$ cat src/rtl/atten_seq_pkg.sv
package atten_seq_pkg;

  typedef enum logic [3:0] {
    ST_IDLE,
    ST_MODE,
    ST_S_LO,
    ST_S_HI,
    ST_S_LESU,
    ST_LEW,
    ST_P_SU,
    ST_P_LE,
    ST_P_HD
  } seq_state_e;

  // round a nanosecond minimum up to whole cycles, at least one
  function automatic int ns2cyc(input int ns, input int per);
    int c;
    c = (ns + per - 1) / per;
    return (c < 1) ? 1 : c;
  endfunction

  function automatic int max2(input int a, input int b);
    return (a > b) ? a : b;
  endfunction

endpackage

$ cat src/rtl/atten_seq_timer.sv
module atten_seq_timer #(
  parameter int W = 8
) (
  input  logic         clk_i,
  input  logic         rst_ni,
  input  logic         load_i,
  input  logic [W-1:0] val_i,
  output logic         zero_o
);
  logic [W-1:0] cnt_q;

  always_ff @(posedge clk_i or negedge rst_ni) begin
    if (!rst_ni)             cnt_q <= '0;
    else if (load_i)         cnt_q <= val_i;
    else if (cnt_q != '0)    cnt_q <= cnt_q - 1'b1;
  end

  assign zero_o = (cnt_q == '0);
endmodule

$ cat src/rtl/atten_seq_shift.sv
module atten_seq_shift #(
  parameter int W = 6
) (
  input  logic         clk_i,
  input  logic         rst_ni,
  input  logic         load_i,
  input  logic [W-1:0] d_i,
  input  logic         shift_i,
  output logic         msb_o,
  output logic         last_o
);
  localparam int CW = $clog2(W);

  logic [W-1:0]  sr_q;
  logic [CW-1:0] cnt_q;

  always_ff @(posedge clk_i or negedge rst_ni) begin
    if (!rst_ni) begin
      sr_q  <= '0;
      cnt_q <= '0;
    end else if (load_i) begin
      sr_q  <= d_i;
      cnt_q <= CW'(W - 1);
    end else if (shift_i) begin
      sr_q  <= sr_q << 1;
      if (cnt_q != '0) cnt_q <= cnt_q - 1'b1;
    end
  end

  assign msb_o  = sr_q[W-1];
  assign last_o = (cnt_q == '0);
endmodule

$ cat src/rtl/atten_prog_seq.sv
module atten_prog_seq
  import atten_seq_pkg::*;
#(
  parameter int WORD_W        = 6,
  parameter int CLK_PERIOD_NS = 4,
  parameter int T_DSU_NS      = 10,
  parameter int T_DHD_NS      = 10,
  parameter int T_CLKHI_NS    = 20,
  parameter int T_CLKLO_NS    = 20,
  parameter int T_LESU_NS     = 10,
  parameter int T_LEW_NS      = 30,
  parameter int T_MODE_NS     = 100,
  parameter int T_PSU_NS      = 10,
  parameter int T_PLE_NS      = 10,
  parameter int T_PHD_NS      = 10,
  parameter int T_UPDATE_NS   = 40000
) (
  input  logic              clk_i,
  input  logic              rst_ni,
  input  logic              req_valid_i,
  output logic              req_ready_o,
  input  logic              req_serial_i,
  input  logic [WORD_W-1:0] req_word_i,
  output logic              mode_o,
  output logic              sclk_o,
  output logic              sdata_o,
  output logic              le_o,
  output logic [WORD_W-1:0] pword_o
);
  localparam int SLO_C  = max2(ns2cyc(T_DSU_NS, CLK_PERIOD_NS), ns2cyc(T_CLKLO_NS, CLK_PERIOD_NS));
  localparam int SHI_C  = max2(ns2cyc(T_CLKHI_NS, CLK_PERIOD_NS), ns2cyc(T_DHD_NS, CLK_PERIOD_NS));
  localparam int LESU_C = ns2cyc(T_LESU_NS, CLK_PERIOD_NS);
  localparam int LEW_C  = ns2cyc(T_LEW_NS, CLK_PERIOD_NS);
  localparam int MODE_C = ns2cyc(T_MODE_NS, CLK_PERIOD_NS);
  localparam int PSU_C  = ns2cyc(T_PSU_NS, CLK_PERIOD_NS);
  localparam int PLE_C  = ns2cyc(T_PLE_NS, CLK_PERIOD_NS);
  localparam int PHD_C  = ns2cyc(T_PHD_NS, CLK_PERIOD_NS);
  localparam int UPD_C  = ns2cyc(T_UPDATE_NS, CLK_PERIOD_NS);
  localparam int PH_MAX = max2(max2(max2(SLO_C, SHI_C), max2(LESU_C, LEW_C)),
                               max2(max2(MODE_C, PSU_C), max2(PLE_C, PHD_C)));
  localparam int PH_W   = $clog2(PH_MAX + 1);
  localparam int UPD_W  = $clog2(UPD_C + 1);

  seq_state_e        state_q, state_d;
  logic              mode_q, mode_d, sclk_q, sclk_d, le_q, le_d;
  logic [WORD_W-1:0] pword_q, pword_d, word_q, sel_word;
  logic              ser_q, sel_ser, accept, go;
  logic              ph_load, ph_zero, rt_load, rt_zero;
  logic [PH_W-1:0]   ph_val;
  logic              sh_load, sh_shift, sh_msb, sh_last;

  assign req_ready_o = (state_q == ST_IDLE) && rt_zero;
  assign accept      = req_valid_i && req_ready_o;
  assign sel_ser     = (state_q == ST_IDLE) ? req_serial_i : ser_q;
  assign sel_word    = (state_q == ST_IDLE) ? req_word_i : word_q;

  atten_seq_timer #(.W(PH_W)) u_phase (
    .clk_i, .rst_ni, .load_i(ph_load), .val_i(ph_val), .zero_o(ph_zero)
  );

  // counts from the commit; ready waits for it
  atten_seq_timer #(.W(UPD_W)) u_rate (
    .clk_i, .rst_ni, .load_i(rt_load), .val_i(UPD_W'(UPD_C)), .zero_o(rt_zero)
  );

  atten_seq_shift #(.W(WORD_W)) u_shift (
    .clk_i, .rst_ni, .load_i(sh_load), .d_i(sel_word), .shift_i(sh_shift),
    .msb_o(sh_msb), .last_o(sh_last)
  );

  always_comb begin
    state_d  = state_q;
    mode_d   = mode_q;
    sclk_d   = sclk_q;
    le_d     = le_q;
    pword_d  = pword_q;
    ph_load  = 1'b0;
    ph_val   = '0;
    rt_load  = 1'b0;
    sh_load  = 1'b0;
    sh_shift = 1'b0;
    go       = 1'b0;
    unique case (state_q)
      ST_IDLE: if (accept) begin
        if (req_serial_i != mode_q) begin
          mode_d  = req_serial_i;
          if (req_serial_i) pword_d = '0;
          state_d = ST_MODE;
          ph_load = 1'b1;
          ph_val  = PH_W'(MODE_C - 1);
        end else go = 1'b1;
      end
      ST_MODE: if (ph_zero) go = 1'b1;
      ST_S_LO: if (ph_zero) begin
        sclk_d  = 1'b1;
        state_d = ST_S_HI;
        ph_load = 1'b1;
        ph_val  = PH_W'(SHI_C - 1);
      end
      ST_S_HI: if (ph_zero) begin
        sclk_d   = 1'b0;
        sh_shift = 1'b1;
        ph_load  = 1'b1;
        if (sh_last) begin
          state_d = ST_S_LESU;
          ph_val  = PH_W'(LESU_C - 1);
        end else begin
          state_d = ST_S_LO;
          ph_val  = PH_W'(SLO_C - 1);
        end
      end
      ST_S_LESU: if (ph_zero) begin
        le_d    = 1'b1;
        rt_load = 1'b1;
        state_d = ST_LEW;
        ph_load = 1'b1;
        ph_val  = PH_W'(LEW_C - 1);
      end
      ST_LEW: if (ph_zero) state_d = ST_IDLE;
      ST_P_SU: if (ph_zero) begin
        le_d    = 1'b1;
        rt_load = 1'b1;
        state_d = ST_P_LE;
        ph_load = 1'b1;
        ph_val  = PH_W'(PLE_C - 1);
      end
      ST_P_LE: if (ph_zero) begin
        state_d = ST_P_HD;
        ph_load = 1'b1;
        ph_val  = PH_W'(PHD_C - 1);
      end
      ST_P_HD: if (ph_zero) state_d = ST_IDLE;
      default: state_d = ST_IDLE;
    endcase
    if (go) begin
      le_d    = 1'b0;
      ph_load = 1'b1;
      if (sel_ser) begin
        sh_load = 1'b1;
        state_d = ST_S_LO;
        ph_val  = PH_W'(SLO_C - 1);
      end else begin
        pword_d = sel_word;
        state_d = ST_P_SU;
        ph_val  = PH_W'(PSU_C - 1);
      end
    end
  end

  always_ff @(posedge clk_i or negedge rst_ni) begin
    if (!rst_ni) begin
      state_q <= ST_IDLE;
      mode_q  <= 1'b1;
      sclk_q  <= 1'b0;
      le_q    <= 1'b1;
      pword_q <= '0;
      word_q  <= '0;
      ser_q   <= 1'b1;
    end else begin
      state_q <= state_d;
      mode_q  <= mode_d;
      sclk_q  <= sclk_d;
      le_q    <= le_d;
      pword_q <= pword_d;
      if (accept) begin
        word_q <= req_word_i;
        ser_q  <= req_serial_i;
      end
    end
  end

  assign mode_o  = mode_q;
  assign sclk_o  = sclk_q;
  assign sdata_o = sh_msb;
  assign le_o    = le_q;
  assign pword_o = pword_q;
endmodule

$ cat config.mk
export PLATFORM = sky130hd
export DESIGN_NAME = atten_prog_seq
export DESIGN_NICKNAME = d
export VERILOG_FILES = /design/src/rtl/atten_seq_pkg.sv /design/src/rtl/atten_seq_timer.sv /design/src/rtl/atten_seq_shift.sv /design/src/rtl/atten_prog_seq.sv
export SDC_FILE = /design/constraint.sdc
export NUM_CORES = 1
export LEC_CHECK = 0
export BUFFER_PORTS_ARGS = -buffer_cell sky130_fd_sc_hd__clkbuf_2
export CORE_MARGIN = 2
export CORE_UTILIZATION = 54
export DETAILED_ROUTE_END_ITERATION = 12
export HOLD_SLACK_MARGIN = 0.1
export PLACE_DENSITY = 0.76
export SYNTH_ARGS = -nofsm -noshare
export SYNTH_HDL_FRONTEND = slang
export SYNTH_HIERARCHICAL = 1
export SYNTH_SLANG_ARGS = --single-unit
$ cat constraint.sdc
create_clock -name clk_i -period 2.9 [get_ports clk_i]
set_input_delay 0.58 -clock clk_i [delete_from_list [all_inputs] [get_ports clk_i]]
set_output_delay 0.58 -clock clk_i [all_outputs]
set_load 0.01 [all_outputs]
==> impl_metrics.csv <==
group,metric,value,unit
logic_synthesis,yosysTopAreaCellShare,0.4067,
grt,antenna_found_initial,0,
routing,vias,2164,
clocking,clk_latency,0.31,ns
clocking,cts_buffers,5,
pwr,clkPwrFrac,0.366,
clocking,cts_buffer_depth,2,
timing,max_freq,375.2,MHz
timing,period_share,0.9190,
timing,final_hold_viol_count,0,
pwr,p_int,0.8483,mW
floorplan,core,5042,µm²
cells_and_area,layout-drive-gt1-share,0.1916,
logic_synthesis,ys.flop_type,"dfrtp_1",
pwr,peakVddDrop,0.2413,mV
routing,ant_nets,0,
clocking,cts_root_buf,"clkbuf_8",
hold_path,hp-class,"in -> async",
logic_synthesis,yosysTopAreaCell,"dfrtp_1",
timing,relSlewSlack,0.6390,
clocking,htree_num_levels,2,
placement,dpl.hpwl,4.062,mm
clocking,cts.sinks,48,
cells_and_area,diodes,0,
floorplan,ios,21,
pwr,swShare,0.2343,
logic_synthesis,yosys_warnings,6,
cells_and_area,nNetsFinal,347,
floorplan,die_w,75.61,µm
floorplan,die_area,5716,µm²
logic_synthesis,synth.distinct_cells,58,
routing,drt-total-wl,5.420,mm
placement,port-buffer-count,20,
routing,wl_per_cell,13.42,µm
clocking,tritoncts,"built",
pwr,p_per_area,358.2,nW/µm²
timing,setup_viol,0,
floorplan,start_util,0.5491,
cells_and_area,final_core_util,0.6134,
logic_synthesis,syn_inst,299,
routing,detail_route.vias_per_cell,5.356,
clocking,cts_resized,0,
cells_and_area,syn2layout_area_growth,11.70,%
pwr,power_switching,0.2595,mW
pwr,pwr-share-seq,0.604,
floorplan,std_cell_rows,26,
critical_path,cp_max_fo,8,
placement,gp_congestion,0.8687,
grt,grt.overflow.total,0,
grt,grt_pass1_wl,8.990,mm
logic_synthesis,syn_area,2769,µm²
routing,drc,0,
grt,grt_pass1_vias,1992,
pwr,leakagePower,1.385,nW
floorplan,die_h,75.61,µm
logic_synthesis,ys_async_sr_fraction,1.000,
timing,skew,0.01167,ns
logic_synthesis,synth.yosys.seq_area_share,0.4352,
critical_path,worstPathArrival,2.86,ns
critical_path,timing_worst_setup_path_type,"reg -> reg",
routing,drt_iter0_drc,205,
clocking,holdBufCountCts,0,
timing,fin_setup_tns,0,ns
logic_synthesis,synth_commonest_cells,"nand2_1, dfrtp_1, o21ai_0, xnor2_1, and2_1",
logic_synthesis,synth.avg_cell_area,9.261,µm²
timing,fin_crit,2.665,ns
run,cap_violations,0,
clocking,path_clk_slew,0.10,ns
logic_synthesis,yosysMostFrequentCell,"nand2_1",
logic_synthesis,synthTopCellsByArea,"dfrtp_1, nand2_1, o21ai_0",
logic_synthesis,synth_edf_count,0,
clocking,postCtsSetupRepairBufs,0,
logic_synthesis,ys_ff_latch,48,
grt,grt_max_degree,23,
outcome,status,"finished, final reports clean",
pwr,p_comb_frac,0.031,
routing,drtPass1Iterations,4,
timing,rsz0062_at_grt,"false",
timing,final_max_slew_viol_count,0,
critical_path,cp-end-kind,"flop",
grt,grt_util_all_layers,0.2088,
critical_path,worstPathRequired,3.10,ns
timing,worst_pin_slew,0.5416,ns
critical_path,crit_path_start_kind,"flop",
pwr,finalPower,1.108,mW
[cells by family after synthesis]
group / after synthesis / share of synthesized area
other: 2 / 0.002712
multiplexers: 14 / 0.06236
adder cells (fa/ha/maj): 4 / 0.01808
flip-flops: 48 / 0.4352
XOR/XNOR: 16 / 0.05061
AO/OA/AOI/OAI: 54 / 0.1211
AND/OR/NAND/NOR: 135 / 0.2625
buffers and inverters: 26 / 0.04744
[routing by layer]
metal,GRT usage,vias to the layer above,part of all wire
li1,-,1072,-
met1,0.2709,1029,0.46
met2,0.3401,48,0.48
met3,0.04497,15,0.041
met4,0.08577,0,0.025
met5,0,-,0
[critical path, cell delays in order, from the launching register on]
cell     delay, ns
dfrtp_1       0.43
or4_4         0.60
nor2_1        0.20
and3_1        0.19
and2_1        0.19
nand3_1       0.09
a221o_1       0.51
mux2_4        0.35
[area by class of cell]
class | count | area, µm²
Tap cell | 70 | 87.58
Clock inverter | 3 | 23.77
Clock buffer | 5 | 68.82
Fill cell | 436 | 1949
Timing Repair Buffer | 32 | 190.2
Sequential cell | 48 | 1205
Multi-Input combinational cell | 237 | 1484
Inverter | 9 | 33.78
[power groups by stage]
stage,sequential (mW),clock [mW],combinational [mW]
after floorplan,0.682,0,0.00777
after global placement,0.682,0,0.0339
after detailed placement,0.682,0,0.0344
after CTS,0.669,0.416,0.0346
after global routing,0.669,0.448,0.0391
final,0.669,0.405,0.0338
[layout by cell type (no fill, tap or decap), drive strengths merged, types with 2 or more instances in the layout]
master / count
nand2: 73
dfrtp: 45
o21ai: 25
clkbuf: 25
conb: 14
buf: 12
xnor2: 11
and2: 11
nor2: 9
inv: 9
o31ai: 8
mux2: 8
a21oi: 7
nor4: 7
mux2i: 6
xor2: 5
nor2b: 4
nor3: 4
ha: 4
nand2b: 4
or4: 4
and3: 3
dfstp: 3
nor4b: 3
nand3: 2
o22ai: 2
clkinvlp: 2
or3: 2
nor3b: 2
[per-stage QoR]
stage               hold WS (ns)  instances  worst slack, ns  area, µm²
finish                    0.1524        404           0.2350       3093
global route              0.1657        404           0.1090       3093
CTS                       0.1601        404           0.2481       3093
detailed placement        0.4623        396           0.2608       3000
global placement          0.4562        396           0.3183       3000
floorplan                 0.2844        311          0.05783       2814
[state kept, by name, summed over array words and instances, names as in the netlist]
name           count
pword_o            6
u_rate/cnt_q      14
mode_o             1
u_shift/sr_q       6
sclk_o             1
u_shift/cnt_q      3
u_phase/cnt_q      5
ser_q              1
word_q             6
le_o               1
state_q            4
[worst paths after layout]
path | from | depth (start not counted) | slack, ns | endpoint
max in group asynchronous | rst_ni | 2 | 2.08 | le_o$_DFFE_PN1P_
min reg2reg | ser_q$_DFFE_PN1N_ | 2 | 0.48 | ser_q$_DFFE_PN1N_
max reg2reg | u_rate/cnt_q[5]$_DFFE_PN0P_ | 7 | 0.23 | pword_o[4]$_DFF_PN0_
max | u_rate/cnt_q[5]$_DFFE_PN0P_ | 7 | 0.23 | pword_o[4]$_DFF_PN0_
min | rst_ni | 1 | 0.15 | u_shift/sr_q[4]$_DFFE_PN0P_
min in group clk_i | ser_q$_DFFE_PN1N_ | 2 | 0.48 | ser_q$_DFFE_PN1N_
(Power assumes the default switching activity.)
